**config.mk**
```make
export PLATFORM = sky130hd
export DESIGN_NAME = voice_trigger_ctrl
export DESIGN_NICKNAME = d
export VERILOG_FILES = /design/src/rtl/vtrig_pkg.sv /design/src/rtl/vtrig_debounce.sv /design/src/rtl/vtrig_inputs.sv /design/src/rtl/vtrig_control.sv /design/src/rtl/voice_trigger_ctrl.sv
export SDC_FILE = /design/constraint.sdc
export NUM_CORES = 1
export LEC_CHECK = 0
export BUFFER_PORTS_ARGS = -buffer_cell sky130_fd_sc_hd__buf_2
export CORE_MARGIN = 2
export CORE_UTILIZATION = 35
export CTS_CLUSTER_SIZE = 14
export DETAILED_ROUTE_END_ITERATION = 8
export GPL_TIMING_DRIVEN = 1
export HOLD_SLACK_MARGIN = 0.06
export SETUP_SLACK_MARGIN = 0.2
export SLEW_MARGIN = 0
export SYNTH_ARGS = -nofsm -noshare
export SYNTH_HDL_FRONTEND = slang
export SYNTH_SLANG_ARGS = --single-unit
```
**constraint.sdc**
```tcl
create_clock -name clk -period 4.5 [get_ports clk]
set_input_delay 0.9 -clock clk [delete_from_list [all_inputs] [get_ports clk]]
set_output_delay 0.9 -clock clk [all_outputs]
set_load 0.01 [all_outputs]
```
**src/rtl/vtrig_pkg.sv**
```systemverilog
package vtrig_pkg;
  localparam int NGRP = 12;
  localparam int GW   = 4;

  typedef logic [GW-1:0] grp_t;

  // strobes from input conditioning to control
  typedef struct packed {
    logic fire;
    grp_t grp;
    logic viaSeq;
  } trigEv_t;

  typedef struct packed {
    logic [3:0] keyCode;
    logic       seqLvl;
    logic       cpuLvl;
  } holdView_t;

  function automatic grp_t codeToGrp(input logic [3:0] c);
    grp_t g;
    case (c)
      4'b1000: g = 4'd1;
      4'b0100: g = 4'd2;
      4'b0010: g = 4'd3;
      4'b0001: g = 4'd4;
      4'b1100: g = 4'd5;
      4'b0110: g = 4'd6;
      4'b0011: g = 4'd7;
      4'b1001: g = 4'd8;
      4'b1110: g = 4'd9;
      4'b0111: g = 4'd10;
      4'b1011: g = 4'd11;
      4'b1101: g = 4'd12;
      default: g = 4'd0;
    endcase
    return g;
  endfunction

  // inverse map, computed from the forward one
  function automatic logic [3:0] grpToCode(input grp_t g);
    logic [3:0] r;
    r = 4'b0000;
    for (int i = 0; i < 16; i++)
      if (g != 4'd0 && codeToGrp(4'(i)) == g) r = 4'(i);
    return r;
  endfunction

  function automatic logic optBit(input logic [NGRP-1:0] v, input grp_t g);
    logic r;
    r = 1'b0;
    for (int i = 0; i < NGRP; i++)
      if (g == grp_t'(i + 1)) r = v[i];
    return r;
  endfunction
endpackage

```
**src/rtl/vtrig_debounce.sv**
```systemverilog
module vtrig_debounce #(
  parameter int W    = 4,
  parameter int MAXT = 192,
  localparam int CW  = $clog2(MAXT + 1)
) (
  input  logic          clk,
  input  logic          rstN,
  input  logic          tick,
  input  logic [CW-1:0] thr,
  input  logic [W-1:0]  raw,
  output logic [W-1:0]  stable
);
  logic [W-1:0]  seen;
  logic [CW-1:0] cnt;

  always_ff @(posedge clk or negedge rstN) begin
    if (!rstN) begin
      seen   <= '0;
      stable <= '0;
      cnt    <= '0;
    end else if (tick) begin
      if (raw != seen) begin
        seen <= raw;
        cnt  <= '0;
      end else if (raw != stable) begin
        if (cnt + CW'(1) >= thr) begin
          stable <= raw;
          cnt    <= '0;
        end else begin
          cnt <= cnt + CW'(1);
        end
      end else begin
        cnt <= '0;
      end
    end
  end
endmodule

```
**src/rtl/vtrig_inputs.sv**
```systemverilog
module vtrig_inputs
  import vtrig_pkg::*;
#(
  parameter int DEB_TICKS    = 128,
  parameter int RETRIG_TICKS = 192,
  localparam int MAXT = (RETRIG_TICKS > DEB_TICKS) ? RETRIG_TICKS : DEB_TICKS,
  localparam int CW   = $clog2(MAXT + 1)
) (
  input  logic      clk,
  input  logic      rstN,
  input  logic      sampleTick,
  input  logic      cpuMode,
  input  logic [3:0] keyIn,
  input  logic      stbIn,
  input  logic      playActive,
  output trigEv_t   ev,
  output holdView_t hv
);
  logic [CW-1:0] thr;
  logic [3:0]    keyStable, keyPrev, keyRaw;
  logic [0:0]    seqStable, seqRaw;
  logic          seqPrev, cpuStb;
  grp_t          seqPtr;
  logic          keyNew, seqRise, cpuRise;
  grp_t          keyGrp, cpuGrp;

  assign thr    = playActive ? CW'(RETRIG_TICKS) : CW'(DEB_TICKS);
  assign keyRaw = cpuMode ? 4'b0000 : keyIn;
  assign seqRaw = cpuMode ? 1'b0 : stbIn;

  vtrig_debounce #(.W(4), .MAXT(MAXT)) u_keyDeb (
    .clk(clk), .rstN(rstN), .tick(sampleTick), .thr(thr),
    .raw(keyRaw), .stable(keyStable));

  vtrig_debounce #(.W(1), .MAXT(MAXT)) u_seqDeb (
    .clk(clk), .rstN(rstN), .tick(sampleTick), .thr(thr),
    .raw(seqRaw), .stable(seqStable));

  assign keyGrp  = codeToGrp(keyStable);
  assign cpuGrp  = codeToGrp(keyIn);
  assign keyNew  = (keyStable != keyPrev) && (keyGrp != 4'd0);
  assign seqRise = seqStable[0] && !seqPrev;
  assign cpuRise = sampleTick && cpuMode && stbIn && !cpuStb;

  always_ff @(posedge clk or negedge rstN) begin
    if (!rstN) begin
      keyPrev <= '0;
      seqPrev <= 1'b0;
      cpuStb  <= 1'b0;
      seqPtr  <= 4'd1;
      ev      <= '0;
    end else begin
      keyPrev <= keyStable;
      seqPrev <= seqStable[0];
      if (sampleTick) cpuStb <= stbIn && cpuMode;
      ev.fire <= 1'b0;
      if (cpuRise) begin
        if (cpuGrp != 4'd0) begin
          ev.fire   <= 1'b1;
          ev.grp    <= cpuGrp;
          ev.viaSeq <= 1'b0;
        end
      end else if (keyNew) begin
        ev.fire   <= 1'b1;
        ev.grp    <= keyGrp;
        ev.viaSeq <= 1'b0;
      end else if (seqRise) begin
        ev.fire   <= 1'b1;
        ev.grp    <= seqPtr;
        ev.viaSeq <= 1'b1;
        seqPtr    <= (seqPtr == grp_t'(NGRP)) ? 4'd1 : seqPtr + 4'd1;
      end
    end
  end

  assign hv.keyCode = keyStable;
  assign hv.seqLvl  = seqStable[0];
  assign hv.cpuLvl  = cpuStb;
endmodule

```
**src/rtl/vtrig_control.sv**
```systemverilog
module vtrig_control
  import vtrig_pkg::*;
(
  input  logic            clk,
  input  logic            rstN,
  input  logic            cpuMode,
  input  logic            haltIn,
  input  logic            playActive,
  input  logic [NGRP-1:0] optEdge,
  input  logic [NGRP-1:0] optHold,
  input  logic [NGRP-1:0] optRetrig,
  input  trigEv_t         ev,
  input  holdView_t       hv,
  output logic            startPulse,
  output grp_t            groupNum,
  output logic            stopReq
);
  grp_t actGrp;
  logic actSeq, busyPrev, heldNow, isActive;

  assign isActive = (actGrp != 4'd0);

  always_comb begin
    if (cpuMode)     heldNow = hv.cpuLvl;
    else if (actSeq) heldNow = hv.seqLvl;
    else             heldNow = isActive && (hv.keyCode == grpToCode(actGrp));
  end

  always_ff @(posedge clk or negedge rstN) begin
    if (!rstN) begin
      startPulse <= 1'b0;
      stopReq    <= 1'b0;
      groupNum   <= '0;
      actGrp     <= '0;
      actSeq     <= 1'b0;
      busyPrev   <= 1'b0;
    end else begin
      startPulse <= 1'b0;
      stopReq    <= 1'b0;
      busyPrev   <= playActive;
      if (haltIn) begin
        stopReq <= 1'b1;
        actGrp  <= '0;
        actSeq  <= 1'b0;
      end else if (ev.fire && (!isActive || optBit(optRetrig, actGrp))) begin
        startPulse <= 1'b1;
        groupNum   <= ev.grp;
        actGrp     <= ev.grp;
        actSeq     <= ev.viaSeq;
      end else if (isActive && !optBit(optEdge, actGrp) && !heldNow) begin
        stopReq <= 1'b1;
        actGrp  <= '0;
        actSeq  <= 1'b0;
      end else if (isActive && busyPrev && !playActive) begin
        if (optBit(optHold, actGrp) && heldNow) begin
          startPulse <= 1'b1;
        end else begin
          actGrp <= '0;
          actSeq <= 1'b0;
        end
      end
    end
  end
endmodule

```
**src/rtl/voice_trigger_ctrl.sv**
```systemverilog
module voice_trigger_ctrl
  import vtrig_pkg::*;
#(
  parameter int DEB_TICKS    = 128,
  parameter int RETRIG_TICKS = 192
) (
  input  logic        clk,
  input  logic        rstN,
  input  logic        sampleTick,
  input  logic        cpuMode,
  input  logic [3:0]  keyIn,
  input  logic        stbIn,
  input  logic        haltIn,
  input  logic        playActive,
  input  logic [11:0] optEdge,
  input  logic [11:0] optHold,
  input  logic [11:0] optRetrig,
  output logic        startPulse,
  output logic [3:0]  groupNum,
  output logic        stopReq
);
  trigEv_t   ev;
  holdView_t hv;

  vtrig_inputs #(.DEB_TICKS(DEB_TICKS), .RETRIG_TICKS(RETRIG_TICKS)) u_inputs (
    .clk(clk), .rstN(rstN), .sampleTick(sampleTick), .cpuMode(cpuMode),
    .keyIn(keyIn), .stbIn(stbIn), .playActive(playActive), .ev(ev), .hv(hv));

  vtrig_control u_control (
    .clk(clk), .rstN(rstN), .cpuMode(cpuMode), .haltIn(haltIn),
    .playActive(playActive), .optEdge(optEdge), .optHold(optHold),
    .optRetrig(optRetrig), .ev(ev), .hv(hv), .startPulse(startPulse),
    .groupNum(groupNum), .stopReq(stopReq));
endmodule

```
==> metrics.yaml <==
synth:
  avgSynthCellArea_um2: 9.02
  yosys_warnings: 0
  async_flop_share_pct: 100
  yosysMostFrequentCell: "dfrtp_1"
  synth.area.top_cells: "dfrtp_1 (35%), mux2_2 (5.3%), ha_1 (4.6%)"
  seq_area_frac_synth_pct: 35.4
  synth-seq-cells: 54
  synth_enable_flop_cells: 0
  synth_cell_types: 70
  postSynthCellCount: 424
  synth_top_flop_cell: "dfrtp_1"
  synth_area_leader_cell: "dfrtp_1"
  syn_nets: 485
  synth_top_area_share_pct: 34.7
  netlist_area_um2: 3820
  synth_common_cells: "dfrtp_1 (53), nand2_1 (42), o21ai_0 (30)"
clock_tree:
  cts_tree: "done"
  cts-resized-gates: 0
  cts_setup_buffers: 0
  cts_max_level: 2
  cts.clk_slew.worst_paths_ps: 100
  cts_sinks: 54
  clockRootBuffer: "clkbuf_8"
  cts_made_buffers: 5
  cts_hold_buf: 0
  clockBufferDepth: 2
  clk_latency_ps: 310
job:
  maxCapViolations: 0
route:
  drtIter0Drc: 234
  wl_per_cell_um: 15.2
  via_count: 3288
  viasPerCell: 5.47
  finalWirelength_um: 9150
  first_pass_iters: 4
  postRouteAntennaNets: 0
  drc_errors: 0
sta:
  hold_viol: 0
  fin_setup_tns_ps: 0
  finalSetupViolations: 0
  slew_headroom_pct: 31.9
  fin_hold_ws_ps: 501
  fin_crit_ps: 3280
  worst_pin_slew_ps: 1020
  rsz0062_at_grt: "false"
  min_period_over_period_pct: 73.0
  slew_viol_final: 0
  fmax_ghz: 0.305
  fin_skew_ps: 7.75
cells_and_area:
  fillers: 1116
  fin_cells: 601
  drive_above_1_share_pct: 19.3
  area_growth_pct: 10.8
  nets: 521
  antenna_cells: 0
outcome:
  status: "finished, final reports clean"
floorplanning:
  start_util_pct: 35.6
  core_area_um2: 10700
  die-area_um2: 11800
  rows: 38
  fp.dieW_um: 109
  die_h_um: 109
  io_pins: 53
setup_path:
  cp-startpoint: "u_control.actGrp[0]"
  cp-end-kind: "flop"
  reg2reg_setup_slack_ps: 1220
  required_ps: 4710
  crit_chain: "nor2_1 > a32oi_1 > a21oi_1 > o21ai_1 > a221oi_2 > nor2b_1 > mux2_2"
  cpMaxStageDelayCell: "dfrtp_1"
  arrival_ps: 3490
  critPathKind: "reg2reg"
  timing.rr.start: "u_control.actGrp[0]"
  r2r_end: "u_control.groupNum[1]"
  crit_path_start_kind: "flop"
  cp_max_fo: 30
  slowest_delay_ps: 770
  reg2reg_depth: 7
place:
  dpl.hpwl_um: 6740
  port_buffers: 52
  place_congestion: 0.891
  dp_cells: 593
global_routing:
  grt_max_degree: 38
  grt_first_pass_wirelength_um: 15300
  gr-total-overflow: 0
  antenna_found_initial: 0
  first_global_vias: 3198
  track_usage_pct: 16.1
pwr:
  power_w: 0.00106
  p_leak_nw: 1.82
  peakVddDrop_mv: 0.109
  power_density_nw_per_um2: 251
min_path:
  holdPathStages: 1
  min_to: "u_inputs.ev[0]"
  hp-start: "u_inputs.ev[0]"
  worstHoldPathType: "reg2reg"
-- flip-flops by register name, indices dropped and copies added (netlist names) --
name and count:
u_inputs.u_keyDeb.stable 4, u_control.actSeq 1, u_control.busyPrev 1, u_control.actGrp 4
u_inputs.u_seqDeb.cnt 8, u_inputs.ev 6, u_inputs.u_seqDeb.stable 1, u_inputs.u_seqDeb.seen 1
u_inputs.u_keyDeb.seen 4, u_control.startPulse 1, u_control.stopReq 1, u_inputs.u_keyDeb.cnt 8
u_control.groupNum 4, u_inputs.keyPrev 4, u_inputs.cpuStb 1, u_inputs.seqPtr 4
u_inputs.seqPrev 1
-- kinds of logic after synthesis --
group	share of synthesized area [%]
flops	35.4
buf+inv	5.20
fa+ha+maj	4.84
xor+xnor	2.75
simple gates	18.0
mux	8.86
compound gates	25.0
-- area by class of cell --
| type | count | area (um2) | share of cell area (%) |
|---|---|---|---|
| timing repair buffer | 53 | 268 | 6.32 |
| tap | 140 | 175 | 4.13 |
| clock inverter | 1 | 5.00 | 0.118 |
| clock buffer | 7 | 86.3 | 2.04 |
| inverter | 21 | 78.8 | 1.86 |
| sequential | 54 | 1350 | 31.9 |
| multi-input combinational | 325 | 2270 | 53.6 |
-- worst max-delay path: cells and delay by family, from the launching register on --
| family | cells | cell delay, ps |
|---|---|---|
| AOI/OAI and AO/OA | 4 | 820 |
| DFF | 1 | 770 |
| muxes | 1 | 400 |
| and+or+nand+nor | 2 | 1190 |
-- where the power goes --
group          switching [W]  internal (W)
Clock               0.000163      0.000125
Sequential         0.0000407      0.000525
Combinational       0.000108      0.000101
-- worst max path at each step --
stage,cells after the start,to
floorplan,11,u_inputs.seqPtr[3]
global placement,7,u_control.groupNum[1]
detailed placement,7,u_control.groupNum[1]
CTS,7,u_control.groupNum[1]
global route,7,u_control.groupNum[0]
finish,7,u_control.groupNum[1]
-- routing by layer --
metal / part of all wire (%) / GRT usage [%] / wire length (um)
met2: 45 / 25.8 / 4130
met1: 48 / 22.4 / 4370
met4: 1.4 / 4.95 / 129
met3: 5.7 / 2.47 / 523
met5: 0 / 0 / 0
-- metrics by stage --
stage / setup slack [ps] / cell area, um2 / utilization (%)
global route: 940 / 4240 / 39.5
finish: 1220 / 4240 / 39.5
detailed placement: 1220 / 4150 / 38.6
global placement: 1370 / 4150 / 38.6
CTS: 1190 / 4240 / 39.5
floorplan: 1860 / 3820 / -
-- layout by cell type, fill, tap and decap left out, types with 8 or more instances in the layout --
cell	n
dfrtp_1	53
buf_2	52
nand2_1	42
o21ai_0	30
nor2_1	25
a21oi_1	23
inv_1	19
mux2_2	18
nor2b_1	17
ha_1	14
xnor2_1	12
a31oi_1	10
a22o_1	10
mux2i_1	8
(Power assumes the default switching activity.)
